[src/rtl/dmairq_pkg.sv]
package dmairq_pkg;
    typedef enum logic [1:0] {
        ST_IDLE   = 2'd0,
        ST_RING   = 2'd1,
        ST_FRAMES = 2'd2
    } chan_state_t;
endpackage

[src/rtl/dmairq_count.sv]
module dmairq_count #(
    parameter int LEN_W = 8,
    parameter int FRM_W = 8
) (
    input  logic             clk,
    input  logic             rst,
    input  logic             load,
    input  logic             step,
    input  logic [LEN_W-1:0] cfg_len,
    input  logic [FRM_W-1:0] cfg_frames,
    output logic             frame_end,
    output logic             half_hit,
    output logic             last_frame
);
    localparam int CW = LEN_W + 1;

    logic [LEN_W-1:0] len_q;
    logic [LEN_W-1:0] pos_q;
    logic [FRM_W-1:0] frames_left;
    logic [CW-1:0]    count_next;
    logic [CW-1:0]    half_pt;

    always_comb begin
        count_next = {1'b0, pos_q} + 1'b1;
        half_pt    = {1'b0, len_q >> 1};
        frame_end  = step && (count_next >= {1'b0, len_q});
        half_hit   = step && (half_pt != '0) && (count_next == half_pt);
        last_frame = (frames_left == '0);
    end

    always_ff @(posedge clk) begin
        if (rst) begin
            len_q       <= '0;
            pos_q       <= '0;
            frames_left <= '0;
        end else if (load) begin
            len_q       <= cfg_len;
            pos_q       <= '0;
            frames_left <= cfg_frames;
        end else if (step) begin
            if (frame_end) begin
                pos_q <= '0;
                if (!last_frame)
                    frames_left <= frames_left - 1'b1;
            end else begin
                pos_q <= count_next[LEN_W-1:0];
            end
        end
    end


    half_len_chk: assert property (@(posedge clk) disable iff (rst)
        half_hit |-> (len_q >= 2));


    frame_dec_chk: assert property (@(posedge clk) disable iff (rst)
        (frame_end && !last_frame && !load) |=> (frames_left == $past(frames_left) - 1'b1));
endmodule

[src/rtl/dmairq_ctrl.sv]
module dmairq_ctrl
    import dmairq_pkg::*;
(
    input  logic clk,
    input  logic rst,
    input  logic start,
    input  logic elem_done,
    input  logic cfg_mode,
    input  logic cfg_ien,
    input  logic cfg_imode,
    input  logic frame_end,
    input  logic half_hit,
    input  logic last_frame,
    output logic load,
    output logic step,
    output logic irq,
    output logic active
);
    chan_state_t state_q, state_d;
    logic ien_q, imode_q;
    logic event_d;

    always_ff @(posedge clk) begin
        if (rst) state_q <= ST_IDLE;
        else     state_q <= state_d;
    end

    always_comb begin
        state_d = state_q;
        load    = 1'b0;
        event_d = 1'b0;
        unique case (state_q)
            ST_IDLE: begin
                if (start) begin
                    load    = 1'b1;
                    state_d = cfg_mode ? ST_RING : ST_FRAMES;
                end
            end
            ST_RING: begin
                event_d = frame_end || (imode_q && half_hit);
            end
            ST_FRAMES: begin
                event_d = frame_end && (imode_q || last_frame);
                if (frame_end && last_frame)
                    state_d = ST_IDLE;
            end
            default: state_d = ST_IDLE;
        endcase
        step = elem_done && (state_q != ST_IDLE);
    end

    always_ff @(posedge clk) begin
        if (rst) begin
            irq     <= 1'b0;
            ien_q   <= 1'b0;
            imode_q <= 1'b0;
        end else begin
            irq <= event_d && ien_q;
            if (load) begin
                ien_q   <= cfg_ien;
                imode_q <= cfg_imode;
            end
        end
    end

    assign active = (state_q != ST_IDLE);


    irq_after_strobe_chk: assert property (@(posedge clk) disable iff (rst)
        irq |-> $past(elem_done));


    irq_enable_chk: assert property (@(posedge clk) disable iff (rst)
        irq |-> ien_q);


    idle_quiet_chk: assert property (@(posedge clk) disable iff (rst)
        (state_q == ST_IDLE) |=> !irq);
endmodule

[src/rtl/dma_irq_gen.sv]
module dma_irq_gen #(
    parameter int LEN_W = 8,
    parameter int FRM_W = 8
) (
    input  logic             clk,
    input  logic             rst,
    input  logic             start,
    input  logic             elem_done,
    input  logic             cfg_mode,
    input  logic             cfg_ien,
    input  logic             cfg_imode,
    input  logic [LEN_W-1:0] cfg_len,
    input  logic [FRM_W-1:0] cfg_frames,
    output logic             irq,
    output logic             active
);
    logic load, step, frame_end, half_hit, last_frame;

    dmairq_ctrl u_ctrl (
        .clk        (clk),
        .rst        (rst),
        .start      (start),
        .elem_done  (elem_done),
        .cfg_mode   (cfg_mode),
        .cfg_ien    (cfg_ien),
        .cfg_imode  (cfg_imode),
        .frame_end  (frame_end),
        .half_hit   (half_hit),
        .last_frame (last_frame),
        .load       (load),
        .step       (step),
        .irq        (irq),
        .active     (active)
    );

    dmairq_count #(.LEN_W(LEN_W), .FRM_W(FRM_W)) u_count (
        .clk        (clk),
        .rst        (rst),
        .load       (load),
        .step       (step),
        .cfg_len    (cfg_len),
        .cfg_frames (cfg_frames),
        .frame_end  (frame_end),
        .half_hit   (half_hit),
        .last_frame (last_frame)
    );
endmodule

[config.mk]
export PLATFORM = sky130hd
export DESIGN_NAME = dma_irq_gen
export DESIGN_NICKNAME = d
export VERILOG_FILES = /design/src/rtl/dmairq_pkg.sv /design/src/rtl/dmairq_count.sv /design/src/rtl/dmairq_ctrl.sv /design/src/rtl/dma_irq_gen.sv
export SDC_FILE = /design/constraint.sdc
export NUM_CORES = 1
export LEC_CHECK = 0
export ABC_CLOCK_PERIOD_IN_PS = 4300
export BUFFER_PORTS_ARGS = -buffer_cell sky130_fd_sc_hd__buf_2
export CORE_UTILIZATION = 50
export CTS_CLUSTER_SIZE = 30
export DETAILED_ROUTE_END_ITERATION = 12
export PLACE_DENSITY = 0.71
export SYNTH_ARGS = -nofsm -noshare
export SYNTH_HDL_FRONTEND = slang
export SYNTH_HIERARCHICAL = 1
export SYNTH_SLANG_ARGS = --single-unit
[constraint.sdc]
create_clock -name clk -period 4.3 [get_ports clk]
set_input_delay 0.645 -clock clk [delete_from_list [all_inputs] [get_ports clk]]
set_output_delay 0.645 -clock clk [all_outputs]
set_load 0.005 [all_outputs]
==> impl_metrics.json, run 1 <==
{
  "period_needed_ps": 3360,
  "antenna_found_initial": 0,
  "required_ps": 4460,
  "grt-ovfl-total": 0,
  "drive_gt1_share_pct": 19.6,
  "synth.distinct_cells": 54,
  "clock_sinks": 29,
  "worst-r2r-setup-slack_ps": 940,
  "synth-edff-count": 0,
  "syn_inst": 214,
  "core-area_um2": 3440,
  "cp_max_fo": 9,
  "clock_skew_ps": 4.14,
  "maxCapViolations": 0,
  "p_leak_nw": 0.888,
  "slew_violations": 0,
  "grt_util_all_layers_pct": 20.3,
  "r2r_end": "u_ctrl/irq",
  "antenna_left": 0,
  "cts_buffer_depth": 2,
  "rsz0062_at_grt": "no",
  "final_cell_mix": "dfxtp_1 (29), nor2_1 (25), buf_2 (24)",
  "wl_per_cell_um": 12.7,
  "status": "finished clean",
  "async_flop_share_pct": 0,
  "tightest_slew_ps": 587,
  "holdPathEnd": "u_ctrl/irq",
  "avgSynthCellArea_um2": 8.62,
  "port_buffers": 24,
  "powerDensity_nw_per_um2": 394,
  "synth_ff_type": "dfxtp_1",
  "via_per_inst": 5.44,
  "routabilityCongestion": 0.822,
  "max_freq_mhz": 298,
  "critical_path_class": "flop to flop",
  "diodes": 0,
  "ys_seq_area_share_pct": 31.5,
  "cts_tree": "yes",
  "std_cell_rows": 21,
  "ys_warn_count": 6,
  "cts_setup_buffers": 0,
  "cts_resized": 0,
  "worstHoldPathType": "flop to flop",
  "areaGrowthSynthToFinish_pct": 13.2,
  "grt_pass1_vias": 1503,
  "cts_buffers": 5,
  "ir_drop_mv": 0.190,
  "cts_hold_buf": 0,
  "utilization_pct": 60.7,
  "worstRegToRegCells": 12,
  "startpoint_type": "flop",
  "nets": 276,
  "io_pins": 25,
  "htreeDepth": 2,
  "arrival_ps": 3510,
  "layout_commonest_cell": "dfxtp_1",
  "hold_viol_final": 0,
  "min-delay-start": "u_ctrl/ien_q",
  "stdcell_area_um2": 2090,
  "firstDrtPassIters": 4,
  "die_w_um": 62.8,
  "first_iter_violations": 80,
  "placed_area_um2": 2000,
  "ys_ff_latch": 29,
  "setup_violations": 0,
  "vias": 1557,
  "fin_crit_sh_pct": 78.1,
  "postSynthNetCount": 251,
  "root_buffer": "clkbuf_8",
  "start_util_pct": 53.6,
  "min_path_cells": 2,
  "timing.rr.start": "u_count/pos_q[0]",
  "grt_max_degree": 23,
  "fill_cells": 323,
  "finalSetupTns_ps": 0,
  "grt_first_pass_wirelength_um": 6300,
  "drc": 0,
  "slew_headroom_pct": 60.6,
  "dp_hpwl_um": 2680,
  "syn_area_um2": 1850,
  "insertion_delay_ps": 280,
  "die_area_um2": 3940,
  "cp-end-kind": "flop",
  "wirelength_um": 3620,
  "clk_pin_slew_ps": 60,
  "fp.dieH_um": 62.8
}
[layer usage]
layer	wire length, um	track usage, %
met1	1790	24.4
met4	67	9.59
met2	1630	33.8
met3	137	5.11
met5	0	0
[Yosys cell counts, types with 2 or more instances]
| cell type | count | area, um2 |
|---|---|---|
| or3_2 | 2 | 15.0 |
| or4_1 | 7 | 52.6 |
| and3_1 | 3 | 18.8 |
| nor4b_1 | 2 | 17.5 |
| nor2_1 | 25 | 93.8 |
| dfxtp_1 | 29 | 581 |
| ha_1 | 14 | 175 |
| inv_1 | 18 | 67.6 |
| mux2i_1 | 10 | 100 |
| a21oi_1 | 6 | 30.0 |
| xor2_1 | 10 | 87.6 |
| xnor2_1 | 7 | 61.3 |
| o21ai_1 | 3 | 15.0 |
| o31ai_1 | 4 | 30.0 |
| clkbuf_1 | 5 | 18.8 |
| nor3_1 | 3 | 15.0 |
| nand2_1 | 13 | 48.8 |
| nand3_1 | 6 | 30.0 |
| a21o_1 | 3 | 22.5 |
| o21ai_0 | 4 | 20.0 |
| nand4_1 | 3 | 18.8 |
| o211ai_1 | 2 | 15.0 |
| a311oi_1 | 4 | 35.0 |
[registers in the layout, summed over array words and instances, names as in the netlist]
signal               cells
u_ctrl/state_q           2
u_count/len_q            8
u_count/frames_left      8
u_ctrl/irq               1
u_count/pos_q            8
u_ctrl/imode_q           1
u_ctrl/ien_q             1
[final cells by class]
| type | count | area (um2) | area share (%) |
|---|---|---|---|
| repair buffers | 25 | 128 | 6.11 |
| multi-input cells | 160 | 1170 | 56.0 |
| flip-flops and latches | 29 | 581 | 27.8 |
| well taps | 46 | 57.6 | 2.75 |
| clock inverters | 3 | 17.5 | 0.838 |
| clock buffers | 5 | 68.8 | 3.29 |
| inverters | 18 | 67.6 | 3.23 |
[logic make-up after synthesis]
logic type                 share of synthesized area [%]
and+or+nand+nor                                     23.5
AOI/OAI and AO/OA                                   16.9
DFF                                                 31.5
buffers and inverters                               5.15
xor gates and xnor gates                            8.07
adders and majority gates                           9.49
muxes                                               5.42
[how the worst max path moves through the flow]
stage	endpoint	cells after the start	startpoint	slack [ps]
2_1_floorplan	u_ctrl/irq	13	u_count/pos_q[0]	1050
3_3_place_gp	u_ctrl/irq	12	u_count/pos_q[0]	1090
3_5_place_dp	u_ctrl/irq	12	u_count/pos_q[0]	950
4_1_cts	u_ctrl/irq	12	u_count/pos_q[0]	940
5_1_grt	u_ctrl/irq	12	u_count/pos_q[0]	650
6_report	u_ctrl/irq	12	u_count/pos_q[0]	940
[worst max-delay path: stages (launching register included)]
cell and delay, ps:
dfxtp_1 460, ha_1 270, nand3_1 150, nor2_1 280
xnor2_1 160, ha_1 260, and3_1 190, a221o_1 330
a211oi_2 480, nor2_1 140, a22o_1 250, a22oi_1 190
nor3_1 70
[through the flow]
step                hold slack, ps  std cells  setup slack [ps]  total power [mW]
floorplan                      414        214              1050             0.541
global placement               453        278              1090             0.602
detailed placement             431        278               954             0.605
CTS                            443        286               937             0.831
global route                   467        286               651             0.886
finish                         447        286               943             0.823
[where the power goes]
part | leakage (nW) | switching [mW] | internal [mW]
logic | 0.607 | 0.150 | 0.120
clock network | 0.0439 | 0.111 | 0.111
registers | 0.238 | 0.0303 | 0.300
No activity file was read; power rests on OpenSTA's default activity.
==> run 2: changes to the inputs <==
Settings changed: ABC_AREA from default to 1, ABC_CLOCK_PERIOD_IN_PS 4300 to 3250.
Clock period 4.3 ns to 3.25 ns, I/O delays scaled along.
==> run 2 against run 1 <==
  * Non-clock buffer count grew 1
  * Cell count up 28%
  * Utilization down 1.2 points
  * Total power up 100%
  * Critical endpoint is now u_count/frames_left[5]
  * Largest cell class unchanged
  * Register-to-register slack got worse by 300 ps
  * Combinational power rose to 2.9 times the previous value
  * Routed wire length increased by 9.0%
  * Maximum frequency is 29% higher
==> impl_metrics.json, run 2 <==
{
  "status": "finished clean",
  "cts_buffers": 5,
  "fp.dieH_um": 64.1,
  "slew_violations": 0,
  "layout_commonest_cell": "nand2_1",
  "slew_headroom_pct": 66.7,
  "powerDensity_nw_per_um2": 767,
  "reg_top3": "u_count/frames_left: 8 flops, u_count/len_q: 8 flops, u_count/pos_q: 8 flops",
  "finalSetupTns_ps": 0,
  "multi_input_area_um2": 1110,
  "grt_max_degree": 28,
  "cts_buffer_depth": 2,
  "die_area_um2": 4110,
  "die_w_um": 64.1,
  "cts_resized": 0,
  "crit_end": "u_count/frames_left[5]",
  "p_int_mw": 0.991,
  "wl_per_cell_um": 10.8,
  "async_flop_share_pct": 0,
  "clock_sinks": 29,
  "grt_pass1_vias": 1611,
  "grt_first_pass_wirelength_um": 6870,
  "antenna_found_initial": 0,
  "final_cell_mix": "nand2_1 (66), inv_1 (48), nor2_1 (31)",
  "drc": 0,
  "cp_slowest_cell": "dfxtp_1",
  "p_leak_nw": 1.11,
  "max_freq_mhz": 383,
  "critical_path_class": "flop to flop",
  "areaGrowthSynthToFinish_pct": 13.9,
  "worst-r2r-setup-slack_ps": 640,
  "seqPwrFrac_pct": 30.8,
  "yosysMostFrequentCell": "nand2_1",
  "ys_ff_latch": 29,
  "critical_path.cell_chain": "ha_1 -> nand3_2 -> xor2_1 -> inv_1 -> ha_1 -> nand2_1 -> inv_1 -> nand3_1 -> nand3_1 -> nand2_1 -> nand2_1 -> nand2_1 -> nand2_2 -> nand3_2 -> nand2_1 -> nand2_1 -> nand2_1 -> nor2_1",
  "cts_tree": "yes",
  "startpoint_type": "flop",
  "htreeDepth": 2,
  "period_needed_ps": 2610,
  "syn_inst": 291,
  "swShare_pct": 41.2,
  "wirelength_um": 3950,
  "cts_setup_buffers": 0,
  "grt_util_all_layers_pct": 21.6,
  "via_per_inst": 4.95,
  "hold_viol_final": 0,
  "arrival_ps": 2790,
  "min-delay-start": "u_ctrl/ien_q",
  "port_buffers": 24,
  "rsz0062_at_grt": "no",
  "path_common_cell": "nand2_1",
  "clk_pin_slew_ps": 60,
  "cp-end-kind": "flop",
  "drive_gt1_share_pct": 14.8,
  "path_buf_inv": 2,
  "core-area_um2": 3690,
  "synth_ff_type": "dfxtp_1",
  "setup_violations": 0,
  "grt-ovfl-total": 0,
  "nets": 354,
  "switching_power_mw": 0.693,
  "diodes": 0,
  "maxCapViolations": 0,
  "p_comb_share_pct": 46.0,
  "cp_num_cells": 18,
  "routabilityCongestion": 0.834,
  "firstDrtPassIters": 4,
  "r2r_end": "u_count/frames_left[5]",
  "fin_crit_sh_pct": 80.3,
  "tightest_slew_ps": 499,
  "dp_hpwl_um": 2900,
  "avgSynthCellArea_um2": 6.63,
  "required_ps": 3430,
  "io_pins": 25,
  "first_iter_violations": 75,
  "critPathMaxStageDelay_ps": 430,
  "crit_start": "u_count/pos_q[0]",
  "cp_max_fo": 13,
  "insertion_delay_ps": 290,
  "start_util_pct": 52.3,
  "postSynthNetCount": 328,
  "root_buffer": "clkbuf_8",
  "utilization_pct": 59.5,
  "ys_warn_count": 6,
  "timing.rr.start": "u_count/pos_q[0]",
  "fill_cells": 365,
  "vias": 1811,
  "clock_skew_ps": 9.08,
  "synth_top_area_share_pct": 30.1,
  "ys_seq_area_share_pct": 30.1,
  "register_area_um2": 581,
  "worstHoldPathType": "flop to flop",
  "critPathTopFamily": "simple AND/OR/NAND/NOR gates",
  "antenna_left": 0,
  "yosys.area.top_type": "dfxtp_1",
  "cts_hold_buf": 0,
  "clkPwrFrac_pct": 23.3,
  "synth-edff-count": 0,
  "ir_drop_mv": 0.542,
  "synth.distinct_cells": 27,
  "syn_area_um2": 1930,
  "synth_area_leaders": "dfxtp_1 (30%), nand2_1 (13%), inv_1 (9.3%)",
  "synthTopCellsByCount": "nand2_1 (66), inv_1 (48), nor2_1 (31)",
  "std_cell_rows": 22,
  "worstRegToRegCells": 18
}
## run 2: worst reg2reg max path: cells and delay by family (launching register included)
kind | cells | cell delay, ps
flops | 1 | 430
xor+xnor | 1 | 230
fa+ha+maj | 2 | 530
buf+inv | 2 | 160
simple gates | 13 | 1160
## run 2: worst min path at each step
stage                                  end  slack [ps]  depth (start not counted)
final                         u_ctrl/ien_q         450                          2
after CTS                 u_count/len_q[0]         440                          3
after detailed placement      u_ctrl/ien_q         440                          2
after floorplan               u_ctrl/ien_q         420                          2
after global routing          u_ctrl/ien_q         460                          2
after global placement        u_ctrl/ien_q         430                          2
## run 2: cell type report
| cell class | count | share of cell area, % |
|---|---|---|
| inverters | 50 | 8.60 |
| clock buffers | 7 | 3.93 |
| repair buffers | 26 | 6.15 |
| multi-input cells | 205 | 50.8 |
| flip-flops and latches | 29 | 26.4 |
| well taps | 48 | 2.74 |
| clock inverters | 1 | 1.37 |
## run 2: logic make-up after synthesis
family | synth area share (%)
AND/OR/NAND/NOR | 30.7
adder cells (fa/ha/maj) | 9.09
buffers and inverters | 12.1
XOR/XNOR | 4.09
flip-flops | 30.1
AO/OA/AOI/OAI | 14.0
## run 2: metrics by stage
step           area (um2)  hold slack [ps]  std cells  total power, mW  setup WS (ps)
6_report             2200              446        366             1.68            641
3_3_place_gp         2080              434        358             1.28            727
4_1_cts              2200              443        366             1.69            640
5_1_grt              2200              464        366             1.85            334
2_1_floorplan        1930              423        291             1.14           1000
3_5_place_dp         2080              435        358             1.29            659
## run 2: power groups by stage
| stage | combinational [mW] | sequential, mW | clock, mW |
|---|---|---|---|
| 6_report | 0.774 | 0.519 | 0.392 |
| 5_1_grt | 0.907 | 0.530 | 0.415 |
| 3_3_place_gp | 0.754 | 0.523 | 0 |
| 2_1_floorplan | 0.632 | 0.506 | 0 |
| 4_1_cts | 0.774 | 0.517 | 0.403 |
| 3_5_place_dp | 0.770 | 0.523 | 0 |
## run 2: layer usage
layer,vias up,global-route usage [%],share of wire [%]
li1,974,-,-
met1,814,26.9,48
met2,18,35.5,48
met3,5,3.75,2.7
met4,0,10.8,1.3
met5,-,0,0
